==> config.mk <==
export PLATFORM = sky130hd
export DESIGN_NAME = bitcarry_unit
export DESIGN_NICKNAME = d
export VERILOG_FILES = /design/src/rtl/bcu_pkg.sv /design/src/rtl/bcu_decode.sv /design/src/rtl/bcu_bitops.sv /design/src/rtl/bcu_cmpflags.sv /design/src/rtl/bitcarry_unit.sv
export SDC_FILE = /design/constraint.sdc
export NUM_CORES = 1
export LEC_CHECK = 0
export BUFFER_PORTS_ARGS = -buffer_cell sky130_fd_sc_hd__buf_2
export CORE_MARGIN = 3
export CORE_UTILIZATION = 45
export DETAILED_ROUTE_END_ITERATION = 10
export PLACE_DENSITY_LB_ADDON = 0.05
export SETUP_SLACK_MARGIN = 0.1
export SYNTH_ARGS = -nofsm -noshare
export SYNTH_HDL_FRONTEND = slang
export SYNTH_SLANG_ARGS = --single-unit
==> constraint.sdc <==
create_clock -name clk -period 4.4 [get_ports clk]
set_clock_uncertainty 0.2 [all_clocks]
set_input_delay 0.66 -clock clk [delete_from_list [all_inputs] [get_ports clk]]
set_output_delay 0.66 -clock clk [all_outputs]
set_load 0.02 [all_outputs]
==> src/rtl/bcu_pkg.sv <==
package bcu_pkg;

    typedef enum logic [3:0] {
        OP_NONE  = 4'd0,
        OP_BITSC = 4'd1,
        OP_BITBR = 4'd2,
        OP_COR   = 4'd3,
        OP_CORN  = 4'd4,
        OP_CAND  = 4'd5,
        OP_CANDN = 4'd6,
        OP_CXOR  = 4'd7,
        OP_CLD   = 4'd8,
        OP_CST   = 4'd9,
        OP_TGL   = 4'd10,
        OP_TSET  = 4'd11,
        OP_TCLR  = 4'd12
    } bcu_op_e;

endpackage

==> src/rtl/bcu_decode.sv <==
module bcu_decode #(
    parameter int DATA_W = 8,
    parameter int OPC_W  = 8,
    parameter int OPER_W = 16,
    parameter int ADDR_W = 13,
    localparam int BIT_W = $clog2(DATA_W)
) (
    input  bcu_pkg::bcu_op_e    op,
    input  logic [OPC_W-1:0]    opc,
    input  logic [OPER_W-1:0]   operand,
    output logic [DATA_W-1:0]   mask,
    output logic                pol_clear,
    output logic [ADDR_W-1:0]   addr
);
    import bcu_pkg::*;

    logic              short_form;
    logic [BIT_W-1:0]  bit_idx;

    always_comb begin
        short_form = (op == OP_BITSC) || (op == OP_BITBR);
        bit_idx    = short_form ? opc[OPC_W-1 -: BIT_W]
                                : operand[OPER_W-1 -: BIT_W];
        mask       = DATA_W'(1) << bit_idx;
        pol_clear  = opc[OPC_W-1-BIT_W];
        addr       = operand[ADDR_W-1:0];
    end

endmodule

==> src/rtl/bcu_bitops.sv <==
module bcu_bitops #(
    parameter int DATA_W = 8
) (
    input  bcu_pkg::bcu_op_e    op,
    input  logic [DATA_W-1:0]   mem,
    input  logic [DATA_W-1:0]   acc,
    input  logic [DATA_W-1:0]   mask,
    input  logic                pol_clear,
    input  logic                carry,
    output logic [DATA_W-1:0]   wdata,
    output logic                wen,
    output logic                cupd,
    output logic                cnew,
    output logic                taken
);
    import bcu_pkg::*;

    logic mbit;

    always_comb begin
        mbit  = |(mem & mask);
        wdata = mem;
        wen   = 1'b0;
        cupd  = 1'b0;
        cnew  = carry;
        taken = 1'b0;
        unique case (op)
            OP_BITSC: begin
                wen   = 1'b1;
                wdata = pol_clear ? (mem & ~mask) : (mem | mask);
            end
            OP_BITBR: taken = (mbit != pol_clear);
            OP_COR:   begin cupd = 1'b1; cnew = carry | mbit;  end
            OP_CORN:  begin cupd = 1'b1; cnew = carry | ~mbit; end
            OP_CAND:  begin cupd = 1'b1; cnew = carry & mbit;  end
            OP_CANDN: begin cupd = 1'b1; cnew = carry & ~mbit; end
            OP_CXOR:  begin cupd = 1'b1; cnew = carry ^ mbit;  end
            OP_CLD:   begin cupd = 1'b1; cnew = mbit;          end
            OP_CST: begin
                wen   = 1'b1;
                wdata = (mem & ~mask) | (carry ? mask : '0);
            end
            OP_TGL: begin
                wen   = 1'b1;
                wdata = mem ^ mask;
            end
            OP_TSET: begin
                wen   = 1'b1;
                wdata = mem | acc;
            end
            OP_TCLR: begin
                wen   = 1'b1;
                wdata = mem & ~acc;
            end
            default: ;
        endcase
    end

endmodule

==> src/rtl/bcu_cmpflags.sv <==
module bcu_cmpflags #(
    parameter int DATA_W = 8
) (
    input  logic [DATA_W-1:0] acc,
    input  logic [DATA_W-1:0] mem,
    output logic              zf,
    output logic              nf
);
    logic [DATA_W-1:0] diff;

    always_comb begin
        diff = acc - mem;
        zf   = (diff == '0);
        nf   = diff[DATA_W-1];
    end

endmodule

==> src/rtl/bitcarry_unit.sv <==
module bitcarry_unit #(
    parameter int DATA_W = 8,
    parameter int OPC_W  = 8,
    parameter int OPER_W = 16,
    parameter int ADDR_W = 13
) (
    input  logic              clk,
    input  logic              rst_n,
    input  logic              in_valid,
    input  logic [3:0]        op_i,
    input  logic [OPC_W-1:0]  opc_i,
    input  logic [OPER_W-1:0] operand_i,
    input  logic [DATA_W-1:0] mem_i,
    input  logic [DATA_W-1:0] acc_i,
    input  logic              carry_i,
    output logic              out_valid,
    output logic              wr_en,
    output logic [DATA_W-1:0] wr_data,
    output logic [ADDR_W-1:0] addr_o,
    output logic              carry_upd,
    output logic              carry_o,
    output logic              zn_upd,
    output logic              z_o,
    output logic              n_o,
    output logic              br_taken
);
    import bcu_pkg::*;

    typedef struct packed {
        logic              vld;
        logic              wen;
        logic [DATA_W-1:0] wdata;
        logic [ADDR_W-1:0] addr;
        logic              cupd;
        logic              cnew;
        logic              znupd;
        logic              z;
        logic              n;
        logic              br;
    } res_t;

    bcu_op_e           op;
    logic [DATA_W-1:0] mask;
    logic              pol_clear;
    logic [ADDR_W-1:0] addr;
    logic [DATA_W-1:0] wdata;
    logic              wen, cupd, cnew, taken;
    logic              zf, nf;
    logic              is_test;
    res_t              res_d, res_q;

    assign op = bcu_op_e'(op_i);

    bcu_decode #(
        .DATA_W(DATA_W), .OPC_W(OPC_W), .OPER_W(OPER_W), .ADDR_W(ADDR_W)
    ) u_decode (
        .op(op), .opc(opc_i), .operand(operand_i),
        .mask(mask), .pol_clear(pol_clear), .addr(addr)
    );

    bcu_bitops #(.DATA_W(DATA_W)) u_bitops (
        .op(op), .mem(mem_i), .acc(acc_i), .mask(mask),
        .pol_clear(pol_clear), .carry(carry_i),
        .wdata(wdata), .wen(wen), .cupd(cupd), .cnew(cnew), .taken(taken)
    );

    bcu_cmpflags #(.DATA_W(DATA_W)) u_cmp (
        .acc(acc_i), .mem(mem_i), .zf(zf), .nf(nf)
    );

    always_comb begin
        is_test = (op == OP_TSET) || (op == OP_TCLR);
        res_d   = '0;
        if (in_valid) begin
            res_d.vld   = 1'b1;
            res_d.wen   = wen;
            res_d.wdata = wdata;
            res_d.addr  = addr;
            res_d.cupd  = cupd;
            res_d.cnew  = cnew;
            res_d.znupd = is_test;
            res_d.z     = is_test & zf;
            res_d.n     = is_test & nf;
            res_d.br    = taken;
        end
    end

    always_ff @(posedge clk) begin
        if (!rst_n) res_q <= '0;
        else        res_q <= res_d;
    end

    assign out_valid = res_q.vld;
    assign wr_en     = res_q.wen;
    assign wr_data   = res_q.wdata;
    assign addr_o    = res_q.addr;
    assign carry_upd = res_q.cupd;
    assign carry_o   = res_q.cnew;
    assign zn_upd    = res_q.znupd;
    assign z_o       = res_q.z;
    assign n_o       = res_q.n;
    assign br_taken  = res_q.br;

endmodule

## After elaboration in Yosys (flattened, before gate mapping)

Cells that the tools add are included.

- Add/sub/neg operators: 1
- Equal/unequal tests: 13
- Shifts and indexed selects: 1
- Multiplexer cells: 9
- Bitwise gates (word level): 17
- Reduce and logical (&&, ||, !) cells: 8

Operator list:

| operator | number |
|---|---|
| case mux 8 bit (5 select lines) | 1 |
| two-way mux 29 bit | 1 |
| AND 8 bit | 3 |
| bitwise OR 8 bit | 3 |
| equality test 4 bit (second input constant) | 5 |
| equality test 4 x 3 -> 1 bit (second input constant) | 4 |
| two-way mux 8 bit | 2 |
| NOT 8 bit | 2 |
| equality test 4 x 2 -> 1 bit (second input constant) | 2 |
| zero test 8 bit | 1 |
| OR reduction 8 bit | 1 |
| << shifter 1 x 3 -> 8 bit (first input constant) | 1 |
| subtractor 8 bit | 1 |
| XOR 8 bit | 1 |
| case mux 1 bit (6 select lines) | 1 |
| OR reduction 6 bit | 1 |
| OR reduction 5 bit | 1 |
| AND 1 bit | 4 |
| equality test 4 x 1 -> 1 bit (second input constant) | 1 |
| two-way mux 1 bit | 3 |
| two-way mux 3 bit | 1 |
| AND reduction 3 bit | 1 |
| logical OR 1 bit | 2 |
| bitwise OR 1 bit | 2 |
| 4 further kinds | 4 |

- Register bits: 29
- Input bits: 48
- Logic and storage cells: 59

## Longest topological paths before layout

- Depth after elaboration: 10
- Mapped depth: 11
- Gate-level depth less buffers: 9

## Cells and area by module

From an unflattened synthesis, not the netlist that was laid out.

- Cells, all modules: 258
- Area total of the unflattened synthesis: 2243.4 um^2

Modules (own cells, without submodules):

| module | instances | cells an instance | area each (um^2) | seq. area each (um^2) |
|---|---|---|---|---|
| bitcarry_unit | 1 | 69 | 822.0 | 580.6 |
| bcu_bitops | 1 | 99 | 733.2 | 0.0 |
| bcu_cmpflags | 1 | 47 | 346.6 | 0.0 |
| bcu_decode | 1 | 43 | 341.6 | 0.0 |

## Worst setup path after synthesis

No wires, ideal clock.

- Path type: input to register
- From: in op_i[0]
- To: reg res_q, in the netlist carry_o
- Arrival time: 2.560 ns
- Slack: 1.520 ns
- Stages: 11
- Path buffers: 2
- Cells stage by stage: buf_6 -> and2b_4 -> o21ai_2 -> buf_6 -> mux2_4 -> ha_1 -> nor4_1 -> nand2_1 -> mux2i_1 -> nor3b_1 -> o2bb2ai_1

- Word-level cells in the longest chain between the ends: 9
- Elaborated cells between the ends (all ways): 20

Ends and longest elaborated chain:

| item | line | RTL |
|---|---|---|
| start, declared | bitcarry_unit.sv:10 | `input logic [3:0] op_i,` |
| equality test 4 x 1 -> 1 bit / equality test 4 x 2 -> 1 bit (equally long branches) | bcu_decode.sv:21 | `short_form = (op == OP_BITSC) \|\| (op == OP_BITBR);` |
| logical OR 1 bit | bcu_decode.sv:21 |  |
| two-way mux 3 bit | bcu_decode.sv:22 | `bit_idx = short_form ? opc[OPC_W-1 -: BIT_W]` |
| << shifter 1 x 3 -> 8 bit | bcu_decode.sv:24 | `mask = DATA_W'(1) << bit_idx;` |
| AND 8 bit | bcu_bitops.sv:21 | `mbit = \|(mem & mask);` |
| OR reduction 8 bit | bcu_bitops.sv:21 |  |
| NOT 1 bit | bcu_bitops.sv:34, bcu_bitops.sv:36 |  |
| AND 1 bit / bitwise OR 1 bit (equally long branches) | bcu_bitops.sv:36, bcu_bitops.sv:34 |  |
| case mux 1 bit (6 select lines) * | bcu_bitops.sv:27 | `unique case (op)` |
| end signal, assigned | bitcarry_unit.sv:90 | `else res_q <= res_d;` |
| end, declared | bitcarry_unit.sv:50 | `res_t res_d, res_q;` |

Mark *: on every way between the ends. The rest lies on a longest branch, timed or not.
A chain may end at the register's enable or synchronous reset.

## Worst setup path in the final report

Ends and elaborated chain as after synthesis.

==> results.txt <==
----------------------------------------------------
[Status]
  Outcome ... finished, final reports clean

[Die]
  Number of ports placed on the die boundary ... 77
  Effective utilization at floorplan ... 48.2%
  Die H ... 78.5 um
  Die area ... 6160 um2
  Die Span X ... 78.5 um
  Area of the placeable core ... 4910 um2
  Std cell rows ... 25

[Pwr]
  Power Internal ... 0.464 mW
  VDD IR-drop max ... 0.0992 mV
  Reg power frac ... 40.2%
  Clock network fraction of total power ... 31.2%
  Switching power as a share of total power ... 32.2%
  Comb power frac ... 28.6%
  Cell leakage power ... 1.48 nW
  Reported net switching power ... 0.221 mW
  Power density normalized to cell area ... 245 nW/um2

[Timing]
  Peak Freq ... 308 MHz
  Worst slew margin relative to its limit ... 55.1%
  Setup repair after global routing missed its margin ... no
  TNS Setup ... 0 ps
  Total of endpoints with negative setup slack in the final report ... 0
  Hold violation count in the final report ... 0
  Final period utilization ... 73.7%
  Slew at the pin closest to its max-slew limit ... 672 ps
  Max-slew violations ... 0
  Min cycle time layout ... 3240 ps

[Final layout]
  Multi-input gate area ... 1590 um2
  Highest-count cells in the layout ignoring fill and taps ... 72 x buf_2, 31 x ha_1, 29 x dfxtp_1
  Fill cell count ... 501
  Register area ... 581 um2
  Cell Count, Final, Fillers Out ... 408
  Share of post-route cells with drive strength above 1 ... 28.4%
  Antenna diodes ... 0
  Most common cell after layout, fill and taps aside ... buf_2
  Nets ... 420
  Syn-to-layout area delta ... 18.0%

[Critical path]
  WP data arrival ... 3220 ps
  Critical path startpoint category ... primary input
  Critical Path Sink Type ... register
  Worst endpoint required time ... 4370 ps
  Worst setup path category ... primary input to register
  Crit-path max FO ... 28

[Drt]
  Post-Route WL ... 5520 um
  Number of DRC violations after detailed routing ... 0
  Average wire length per cell after detail routing ... 13.5 um
  Detail Route Antenna Nets ... 0
  Number of detailed-routing iterations run before antenna repair ... 4
  Via/cell ratio ... 5.23
  Routed vias ... 2134
  DRC marker count from the first detailed-route iteration ... 61

[Clocking]
  CTS tree ... yes
  Maximum count of clock buffers along a single path ... 2
  TritonCTS Sinks ... 29
  Count of instances resized after the clock tree is built ... 0
  Number of CTS-inserted buffers ... 5
  Clock Tree Root ... clkbuf_8
  Clock-pin transition on the worst setup and hold timing paths ... 70 ps
  CTS Hold Buffers Added ... 0
  Post-CTS setup buffer count ... 0
  Maximum level of the CTS H-tree ... 2

[Global route]
  Vias in the first global route ... 2112
  Largest net degree at the start of global routing ... 29
  GR Util All Layers ... 18.9%
  Initial antenna violation count ... 0
  First-pass GRT wire length ... 9480 um
  Sum of overflow across all layers after global routing ... 0

[Yosys]
  Number of synthesized flops with an enable pin ... 0
  Sequential share of the synthesized area ... 24.6%
  Leading register cell type out of synthesis ... dfxtp_1
  Async set-reset flop share out of synthesis ... 0%
  Number of nets in the synthesized netlist ... 358
  Post-Syn Instances ... 278
  Synthesized flop and latch total ... 29
  Synthesis Warnings ... 0
  Unique cell type count in the Yosys netlist ... 55
  Post-Synthesis Cell Area ... 2360 um2
  Avg Cell Area, Syn ... 8.51 um2

[Hold path]
  End point of the worst hold path ... addr_o[2]
  Worst hold start ... operand_i[2]
  Min-Delay Path Class ... primary input to register
  Hold Path Stages ... 2

[Placement]
  Count of input and output buffers ... 72
  Last weighted congestion value of the routability-driven placer ... 0.874
  Placed Cells incl. Taps ... 400
  DP HPWL ... 4290 um

[Flow run]
  Number of maximum-capacitance constraint violations ... 0

----------------------------------------------------
[sequential cells by signal (all words and copies together), names as in the netlist]
register,flops
addr_o,13
wr_data,8
br_taken,1
carry_o,1
carry_upd,1
n_o,1
out_valid,1
wr_en,1
z_o,1
zn_upd,1
[stage by stage]
| stage | worst slack (ps) | total power [mW] | hold slack [ps] | area [um2] | utilization, % |
|---|---|---|---|---|---|
| 3_5_place_dp | 866 | 0.477 | 702 | 2710 | 55.2 |
| 6_report | 1160 | 0.685 | 409 | 2790 | 56.8 |
| 3_3_place_gp | 911 | 0.475 | 703 | 2710 | 55.2 |
| 4_1_cts | 1150 | 0.695 | 403 | 2790 | 56.8 |
| 5_1_grt | 949 | 0.730 | 417 | 2790 | 56.8 |
| 2_1_floorplan | 1520 | 0.420 | 599 | 2360 | - |
[cell families after synthesis]
| logic type | count (synthesis) | synth area share (%) |
|---|---|---|
| AND/OR/NAND/NOR | 87 | 20.4 |
| AO/OA/AOI/OAI | 67 | 20.1 |
| buffers and inverters | 42 | 8.36 |
| adder cells (fa/ha/maj) | 32 | 17.2 |
| flip-flops | 29 | 24.6 |
| multiplexers | 17 | 7.88 |
| XOR/XNOR | 4 | 1.48 |
[worst max path at each step]
stage,start,endpoint,slack (ps),depth (start not counted)
6_report,op_i[0],carry_o,1160,10
4_1_cts,op_i[0],carry_o,1150,10
3_3_place_gp,op_i[0],carry_o,910,10
5_1_grt,op_i[0],carry_o,950,10
2_1_floorplan,op_i[0],carry_o,1520,11
3_5_place_dp,op_i[0],carry_o,870,10
[power groups by stage]
stage          clock (mW)  sequential [mW]  combinational, mW
6_report            0.214            0.275              0.196
5_1_grt             0.232            0.276              0.222
4_1_cts             0.223            0.275              0.197
3_5_place_dp            0            0.281              0.195
3_3_place_gp            0            0.281              0.194
2_1_floorplan           0            0.296              0.124
[critical path, stage by stage]
cell	delay, ps
buf_2	400
nor2b_1	130
o21ai_2	470
mux2_4	360
ha_1	180
nor4_1	360
nand2_1	210
mux2i_1	150
nor3b_1	180
o2bb2ai_1	90
[layout make-up]
type,count,area share [%]
Tap cell,67,3.00
Timing Repair Buffer,73,13.2
Inverter,24,3.23
Clock inverter,2,0.359
Multi-Input combinational cell,207,56.8
Clock buffer,6,2.60
Sequential cell,29,20.8
[cell usage after synthesis (all sizes together) (6+ instances only)]
library cell / count / area, um2
a21oi: 23 / 115
inv: 24 / 90.1
mux2i: 10 / 100
ha: 31 / 388
and3: 14 / 88.8
a22o: 8 / 70.1
dfxtp: 29 / 581
a22oi: 6 / 45.0
nand2: 15 / 58.8
mux2: 7 / 86.3
buf: 8 / 70.1
clkbuf: 10 / 37.5
nor2: 23 / 88.8
[per-layer routing]
metal / global-route usage, % / vias to the layer above / routed length, um
li1: - / 1097 / -
met1: 23.4 / 963 / 2670
met2: 32.3 / 66 / 2470
met3: 3.56 / 8 / 289
met4: 7.17 / 0 / 80
met5: 0 / - / 0
No activity file was read; power rests on OpenSTA's default activity.
